<file path="src/rtl/trim_cal_pkg.sv">
package trim_cal_pkg;

   typedef enum logic [1:0] {
      OP_NONE  = 2'd0,
      OP_READ  = 2'd1,
      OP_WRITE = 2'd2,
      OP_EXIT  = 2'd3
   } bus_op_e;

   typedef enum logic [2:0] {
      ST_IDLE,
      ST_READ,
      ST_MEAS,
      ST_EVAL,
      ST_WRITE,
      ST_EXIT,
      ST_SETTLE
   } seq_state_e;

endpackage

</file>
<file path="src/rtl/trim_pulse_meter.sv">
module trim_pulse_meter #(
   parameter int unsigned SYNC_STAGES = 2,
   parameter int unsigned TIMEOUT_CYC = 50000,
   parameter int unsigned LIMIT_CYC   = 37500,
   localparam int unsigned CW = $clog2(LIMIT_CYC + 1),
   localparam int unsigned TW = $clog2(TIMEOUT_CYC + 1)
) (
   input  logic          clk,
   input  logic          rst_n,
   input  logic          arm,
   input  logic          din,
   output logic          meas_done,
   output logic          meas_fail,
   output logic [CW-1:0] meas_width
);

   logic lvl;

   if (SYNC_STAGES == 0) begin : g_nosync
      assign lvl = din;
   end else begin : g_sync
      logic [SYNC_STAGES-1:0] sh;
      always_ff @(posedge clk) begin
         if (!rst_n) sh <= '0;
         else        sh <= {sh[SYNC_STAGES-2 >= 0 ? SYNC_STAGES-2 : 0 : 0], din};
      end
      assign lvl = sh[SYNC_STAGES-1];
   end

   typedef enum logic [1:0] {M_IDLE, M_WAIT, M_HIGH} meter_e;
   meter_e        mst;
   logic [TW-1:0] tcnt;
   logic [CW-1:0] hcnt;

   always_ff @(posedge clk) begin
      if (!rst_n) begin
         mst        <= M_IDLE;
         tcnt       <= '0;
         hcnt       <= '0;
         meas_done  <= 1'b0;
         meas_fail  <= 1'b0;
         meas_width <= '0;
      end else begin
         meas_done <= 1'b0;
         meas_fail <= 1'b0;
         case (mst)
            M_IDLE: if (arm) begin
               mst  <= M_WAIT;
               tcnt <= '0;
            end
            M_WAIT: begin
               if (lvl) begin
                  mst  <= M_HIGH;
                  hcnt <= CW'(1);
               end else if (tcnt == TW'(TIMEOUT_CYC - 1)) begin
                  mst       <= M_IDLE;
                  meas_fail <= 1'b1;
               end else begin
                  tcnt <= tcnt + 1'b1;
               end
            end
            M_HIGH: begin
               if (!lvl) begin
                  mst        <= M_IDLE;
                  meas_done  <= 1'b1;
                  meas_width <= hcnt;
               end else if (hcnt == CW'(LIMIT_CYC)) begin
                  mst       <= M_IDLE;
                  meas_fail <= 1'b1;
               end else begin
                  hcnt <= hcnt + 1'b1;
               end
            end
            default: mst <= M_IDLE;
         endcase
      end
   end

endmodule

</file>
<file path="src/rtl/trim_search.sv">
module trim_search #(
   parameter int unsigned TRIM_W      = 7,
   parameter int unsigned EW          = 16,
   parameter bit          INC_ON_WIDE = 1'b1,
   localparam int unsigned IW = (TRIM_W > 1) ? $clog2(TRIM_W) : 1
) (
   input  logic              clk,
   input  logic              rst_n,
   input  logic              clr,
   input  logic              upd,
   input  logic              step,
   input  logic [TRIM_W-1:0] meas_trim,
   input  logic [EW-1:0]     meas_err,
   input  logic              wide,
   output logic [TRIM_W-1:0] probe,
   output logic [TRIM_W-1:0] best_trim,
   output logic              last
);

   logic [IW-1:0] idx;
   logic [EW-1:0] best_err;
   logic          keep;

   if (INC_ON_WIDE) begin : g_pol_inc
      assign keep = wide;
   end else begin : g_pol_dec
      assign keep = ~wide;
   end

   assign last = (idx == '0);

   always_ff @(posedge clk) begin
      if (!rst_n) begin
         probe     <= '0;
         idx       <= '0;
         best_trim <= '0;
         best_err  <= '1;
      end else if (clr) begin
         probe           <= '0;
         probe[TRIM_W-1] <= 1'b1;
         idx             <= IW'(TRIM_W - 1);
         best_err        <= '1;
      end else begin
         if (upd && (meas_err < best_err)) begin
            best_err  <= meas_err;
            best_trim <= meas_trim;
         end
         if (step) begin
            probe[idx] <= keep;
            if (idx != '0) begin
               probe[idx - 1'b1] <= 1'b1;
               idx               <= idx - 1'b1;
            end
         end
      end
   end

endmodule

</file>
<file path="src/rtl/trim_cal_ctrl.sv">
module trim_cal_ctrl
   import trim_cal_pkg::*;
#(
   parameter int unsigned CLK_HZ       = 125_000_000,
   parameter int unsigned TARGET_NS    = 75_000,
   parameter int unsigned TIMEOUT_CYC  = 50_000,
   parameter int unsigned SETTLE_CYC   = 62_500,
   parameter int unsigned SYNC_STAGES  = 2,
   parameter int unsigned REG_W        = 16,
   parameter int unsigned TRIM_W       = 7,
   parameter int unsigned DEFAULT_TRIM = 44,
   parameter bit          INC_ON_WIDE  = 1'b1
) (
   input  logic              clk,
   input  logic              rst_n,
   input  logic              start,
   output logic              busy,
   output logic              done,
   output logic              cal_err,
   output logic [TRIM_W-1:0] cal_trim,
   output logic              req_valid,
   output logic [1:0]        req_op,
   output logic [REG_W-1:0]  req_wdata,
   input  logic              req_ack,
   input  logic [REG_W-1:0]  req_rdata,
   input  logic              data_in
);

   localparam longint unsigned TARGET_L =
      (longint'(CLK_HZ) * longint'(TARGET_NS)) / 64'd1_000_000_000;
   localparam int unsigned TARGET_CYC = int'(TARGET_L);
   localparam int unsigned LIMIT_CYC  = 4 * TARGET_CYC;
   localparam int unsigned CW         = $clog2(LIMIT_CYC + 1);
   localparam int unsigned SW         = $clog2(SETTLE_CYC + 2);
   localparam int unsigned UW         = REG_W - TRIM_W;

   if (TRIM_W < 2 || TRIM_W >= REG_W) begin : g_bad_trim_w
      $error("trim field width must be at least 2 and below the register width");
   end
   if (DEFAULT_TRIM >= (1 << TRIM_W)) begin : g_bad_default
      $error("default trim does not fit the trim field");
   end
   if (TARGET_CYC < 2) begin : g_bad_target
      $error("target pulse width is under two clock cycles");
   end
   if (TIMEOUT_CYC < 2) begin : g_bad_timeout
      $error("rise timeout too short");
   end

   seq_state_e        st;
   logic              first;
   logic              final_w;
   logic              abort;
   logic [UW-1:0]     upper;
   logic [TRIM_W-1:0] cur;
   logic [SW-1:0]     scnt;
   logic [TRIM_W-1:0] res_trim;

   logic              m_done, m_fail;
   logic [CW-1:0]     m_width;
   logic              wide;
   logic [CW-1:0]     abs_err;
   logic [TRIM_W-1:0] probe, best_trim, wr_trim;
   logic              last;
   logic              s_clr, s_upd, s_step, m_arm;

   assign wide    = (m_width > CW'(TARGET_CYC));
   assign abs_err = wide ? (m_width - CW'(TARGET_CYC)) : (CW'(TARGET_CYC) - m_width);

   assign s_clr  = (st == ST_IDLE) && start;
   assign s_upd  = (st == ST_EVAL);
   assign s_step = (st == ST_EVAL) && !first;
   assign m_arm  = (st == ST_READ) && req_ack;

   trim_pulse_meter #(
      .SYNC_STAGES(SYNC_STAGES),
      .TIMEOUT_CYC(TIMEOUT_CYC),
      .LIMIT_CYC  (LIMIT_CYC)
   ) u_meter (
      .clk       (clk),
      .rst_n     (rst_n),
      .arm       (m_arm),
      .din       (data_in),
      .meas_done (m_done),
      .meas_fail (m_fail),
      .meas_width(m_width)
   );

   trim_search #(
      .TRIM_W     (TRIM_W),
      .EW         (CW),
      .INC_ON_WIDE(INC_ON_WIDE)
   ) u_search (
      .clk      (clk),
      .rst_n    (rst_n),
      .clr      (s_clr),
      .upd      (s_upd),
      .step     (s_step),
      .meas_trim(cur),
      .meas_err (abs_err),
      .wide     (wide),
      .probe    (probe),
      .best_trim(best_trim),
      .last     (last)
   );

   always_comb begin
      if (abort)        wr_trim = TRIM_W'(DEFAULT_TRIM);
      else if (final_w) wr_trim = best_trim;
      else              wr_trim = probe;
   end

   always_ff @(posedge clk) begin
      if (!rst_n) begin
         st       <= ST_IDLE;
         first    <= 1'b0;
         final_w  <= 1'b0;
         abort    <= 1'b0;
         upper    <= '0;
         cur      <= '0;
         scnt     <= '0;
         res_trim <= '0;
      end else begin
         case (st)
            ST_IDLE: if (start) begin
               first   <= 1'b1;
               final_w <= 1'b0;
               abort   <= 1'b0;
               st      <= ST_READ;
            end
            ST_READ: if (req_ack) begin
               upper <= req_rdata[REG_W-1:TRIM_W];
               if (first) cur <= req_rdata[TRIM_W-1:0];
               st <= ST_MEAS;
            end
            ST_MEAS: begin
               if (m_fail) begin
                  abort   <= 1'b1;
                  final_w <= 1'b1;
                  st      <= ST_WRITE;
               end else if (m_done) begin
                  st <= ST_EVAL;
               end
            end
            ST_EVAL: begin
               first   <= 1'b0;
               final_w <= !first && last;
               st      <= ST_WRITE;
            end
            ST_WRITE: if (req_ack) begin
               if (final_w) begin
                  res_trim <= wr_trim;
                  st       <= ST_EXIT;
               end else begin
                  cur <= probe;
                  st  <= ST_READ;
               end
            end
            ST_EXIT: if (req_ack) begin
               scnt <= SW'(SETTLE_CYC);
               st   <= ST_SETTLE;
            end
            ST_SETTLE: begin
               if (scnt == '0) st <= ST_IDLE;
               else            scnt <= scnt - 1'b1;
            end
            default: st <= ST_IDLE;
         endcase
      end
   end

   always_comb begin
      req_valid = 1'b0;
      req_op    = OP_NONE;
      req_wdata = '0;
      case (st)
         ST_READ:  begin req_valid = 1'b1; req_op = OP_READ; end
         ST_WRITE: begin req_valid = 1'b1; req_op = OP_WRITE; req_wdata = {upper, wr_trim}; end
         ST_EXIT:  begin req_valid = 1'b1; req_op = OP_EXIT; end
         default:  ;
      endcase
   end

   assign busy     = (st != ST_IDLE);
   assign done     = (st == ST_SETTLE) && (scnt == '0);
   assign cal_err  = abort;
   assign cal_trim = res_trim;

endmodule

</file>
<file path="config.mk">
export PLATFORM = sky130hd
export DESIGN_NAME = trim_cal_ctrl
export DESIGN_NICKNAME = d
export VERILOG_FILES = /design/src/rtl/trim_cal_pkg.sv /design/src/rtl/trim_pulse_meter.sv /design/src/rtl/trim_search.sv /design/src/rtl/trim_cal_ctrl.sv
export SDC_FILE = /design/constraint.sdc
export NUM_CORES = 1
export LEC_CHECK = 0
export CORE_MARGIN = 5
export CORE_UTILIZATION = 58
export DETAILED_ROUTE_END_ITERATION = 12
export DONT_BUFFER_PORTS = 1
export GPL_TIMING_DRIVEN = 0
export PLACE_DENSITY_LB_ADDON = 0.2
export SYNTH_ARGS = -nofsm -noshare
export SYNTH_HDL_FRONTEND = slang
export SYNTH_SLANG_ARGS = --single-unit
</file>
<file path="constraint.sdc">
create_clock -name clk -period 3.24 [get_ports clk]
set_input_delay 0.324 -clock clk [delete_from_list [all_inputs] [get_ports clk]]
set_output_delay 0.324 -clock clk [all_outputs]
set_load 0.01 [all_outputs]
</file>
==> impl_metrics.ini <==
[outcome]
status = finished, violations left
violations = negative setup slack

[timing]
max_slew.worst_pin.slew_ps = 819
slew_violations = 0
fin_crit_ps = 3380
relSlewSlack_pct = 45.0
skew_ps = 4.72
finalCritPeriodShare_pct = 104
hold_viol = 0
finalSetupViolations = 23
hold_ws_ps = 32.3
rsz0062_at_grt = yes
setup_ws_ps = -142
fmaxAchievable_mhz = 296

[clock_network]
path_clk_slew_ps = 60
htreeDepth = 4
insertion_delay_ps = 420
cts-root-buf = clkbuf_16
tritoncts = done
cts.sinks = 132
cts_buffers = 17
clk_path_buf_depth = 2
ctsHoldBuffers = 0

[power_and_ir_drop]
p_total_mw = 3.97
pwr-share-clk_pct = 45.7
switching_share_pct = 26.7
p_sw_mw = 1.06
p_comb_share_pct = 11.4
vdd_ir_drop_max_v = 0.000317
sequentialPowerShare_pct = 42.9
power.internal_mw = 2.91
power.density_mw_per_mm2 = 481
leakage_nw = 3.12

[floorplanning]
io_pins = 50
core_mm2 = 0.0119
dieArea_mm2 = 0.0143
rows = 40
dieHeight_um = 119
start_util_pct = 58.6
die_x_um = 119

[logic_synthesis]
synthesis.yosys.warnings = 0
syn-instance-count = 873
ys_seq_area_share_pct = 38.0
synth.cell_area_mm2 = 0.00695
synth.net_count = 920
yosysTopAreaCellShare_pct = 38.0
synth_edf_count = 0
synth_common_cells = 132 x dfxtp_1, 130 x nand2_1, 96 x nor2_1
async_reset_ff_share_pct = 0
yosysMostFrequentCell = dfxtp_1
synth_ff_type = dfxtp_1
syn_area_per_cell_um2 = 7.96
synth.area.top_cells = dfxtp_1 38%, nand2_1 7.0%, nor2_1 5.2%
synth_top_area_cell = dfxtp_1
ys_seq_elements = 132
synth_cell_types = 63

[worst_setup_path]
worstPathMaxFanout = 6
path_class = reg2reg
cp-endpoint = u_search.best_err[2]
r2r_cells = 16
cp-start-kind = flip-flop
cp-startpoint = u_meter.meas_width[1]
r2r_slack_ps = -140
r2r_end = u_search.best_err[2]
endpoint_kind = flip-flop
reg2reg_from = u_meter.meas_width[1]
cp.arrival_ps = 3670
required_ps = 3530

[job]
cap_violations = 0

[route]
ant_nets = 0
vias = 6384
finalWirelength_um = 17600
drt_iter0_drc = 456
wl_per_cell_um = 16.2
dr.pass1.iters = 5
via_per_inst = 5.88
drc = 0

[global_routing]
grt_pass1_vias = 6110
overflow = 0
grt_max_degree = 17
antenna_found_initial = 0
grtUsageTotal_pct = 24.4
grt_pass1_wl_um = 28700

[final_layout]
n_antenna_cell = 0
area.growth.synth_to_final_pct = 18.6
drive_gt1_share_pct = 14.8
finalNetCount = 973
fillers = 887
final_core_util_pct = 69.5

[min_path]
hp-class = in2reg

[placement]
preCtsSetupSlack_ps = -764
place_hpwl_um = 11800
port_buffers = 0
gp_congestion = 0.888
==> through the flow <==
| step | cell area [um^2] | TNS (ps) | instances |
|---|---|---|---|
| detailed placement | 7150 | -15870 | 1020 |
| floorplan | 6960 | 0 | 873 |
| finish | 8240 | -1770 | 1085 |
| global placement | 7150 | -11690 | 1020 |
| global route | 8240 | -5610 | 1085 |
| CTS | 8100 | -1390 | 1084 |
==> state kept, by name, indices dropped and copies added, names as in the netlist <==
signal	cells
u_meter.meas_fail	1
u_search.idx	3
upper	9
final_w	1
cal_trim	7
st	3
cal_err	1
first	1
u_search.best_err	16
u_meter.tcnt	16
u_meter.hcnt	16
cur	7
u_meter.g_sync.sh	2
u_search.probe	7
u_meter.mst	2
u_meter.meas_done	1
u_meter.meas_width	16
scnt	16
u_search.best_trim	7
==> placed cells by master, fill, tap and decap left out, drive strengths merged, types with 5 or more instances in the layout <==
cell	n
and2	15
nor2b	14
nand3	31
clkbuf	54
buf	46
xor2	16
inv	52
a211oi	14
o21ai	26
ha	26
a21oi	59
clkinv	5
nor4	13
dfxtp	132
a21boi	7
or2	7
nor3	22
o211ai	9
nand2	130
xnor2	38
nand4	5
a311oi	7
a31oi	8
o31a	8
a2111oi	7
and3	5
mux2i	28
nand2b	9
nor2	96
==> worst max-delay path, cell delays in order, from the launching register on <==
cell and delay, ps:
dfxtp_2 360, ha_4 150, inv_2 40, or4_4 540, nand3_1 140, o21ai_1 110
xnor2_1 300, inv_1 90, ha_1 290, and4_4 240, nand2_4 60, a2111oi_4 200
nand4b_1 170, buf_6 140, buf_6 140, mux2i_2 220, nand2_1 80
==> power groups by stage <==
stage,clock network (mW),registers [mW],logic [mW]
global route,1.91,1.71,0.496
detailed placement,0,1.74,0.429
finish,1.81,1.70,0.452
CTS,1.84,1.70,0.441
floorplan,0,1.73,0.332
global placement,0,1.74,0.417
==> cell families after synthesis <==
group	Yosys count	synth area share, %
buffers and inverters	97	5.55
adder cells (fa/ha/maj)	26	4.68
AND/OR/NAND/NOR	372	25.5
flip-flops	132	38.0
AO/OA/AOI/OAI	163	15.3
XOR/XNOR	54	6.81
multiplexers	29	4.20
==> routing by layer <==
layer	vias to the layer above	share of wire [%]	global-route usage [%]	wire length [um]
met5	-	0	0	0
met1	3004	42	28.6	7380
li1	3127	-	-	-
met4	0	2.2	9.45	392
met3	33	6.0	6.13	1050
met2	220	50	42.6	8780
==> repair_timing <==
item,4_1_cts,5_1_grt
resized for setup,49,33
endpoints found under the setup margin,23,23
pin swaps,21,15
cloned,1,0
buffers inserted,32,2
hold endpoints to repair,0,0
==> final cells by class <==
cell class,instances,area (um^2),area share (%)
sequential,132,2670,32.4
multi-input combinational,644,4150,50.3
inverter,51,191,2.32
tap,147,184,2.23
clock inverter,11,105,1.28
clock buffer,20,457,5.54
timing repair buffer,35,274,3.33
buffer,45,210,2.55
==> how the worst min path moves through the flow <==
stage | depth (start not counted) | slack, ps | startpoint | to
floorplan | 1 | 410 | u_meter.g_sync.sh[0] | u_meter.g_sync.sh[1]
global placement | 1 | 420 | u_meter.g_sync.sh[0] | u_meter.g_sync.sh[1]
detailed placement | 1 | 440 | u_meter.g_sync.sh[0] | u_meter.g_sync.sh[1]
CTS | 1 | 20 | data_in | u_meter.g_sync.sh[0]
global route | 1 | 20 | data_in | u_meter.g_sync.sh[0]
finish | 1 | 30 | data_in | u_meter.g_sync.sh[0]
Power figures use the tool's default switching activity.
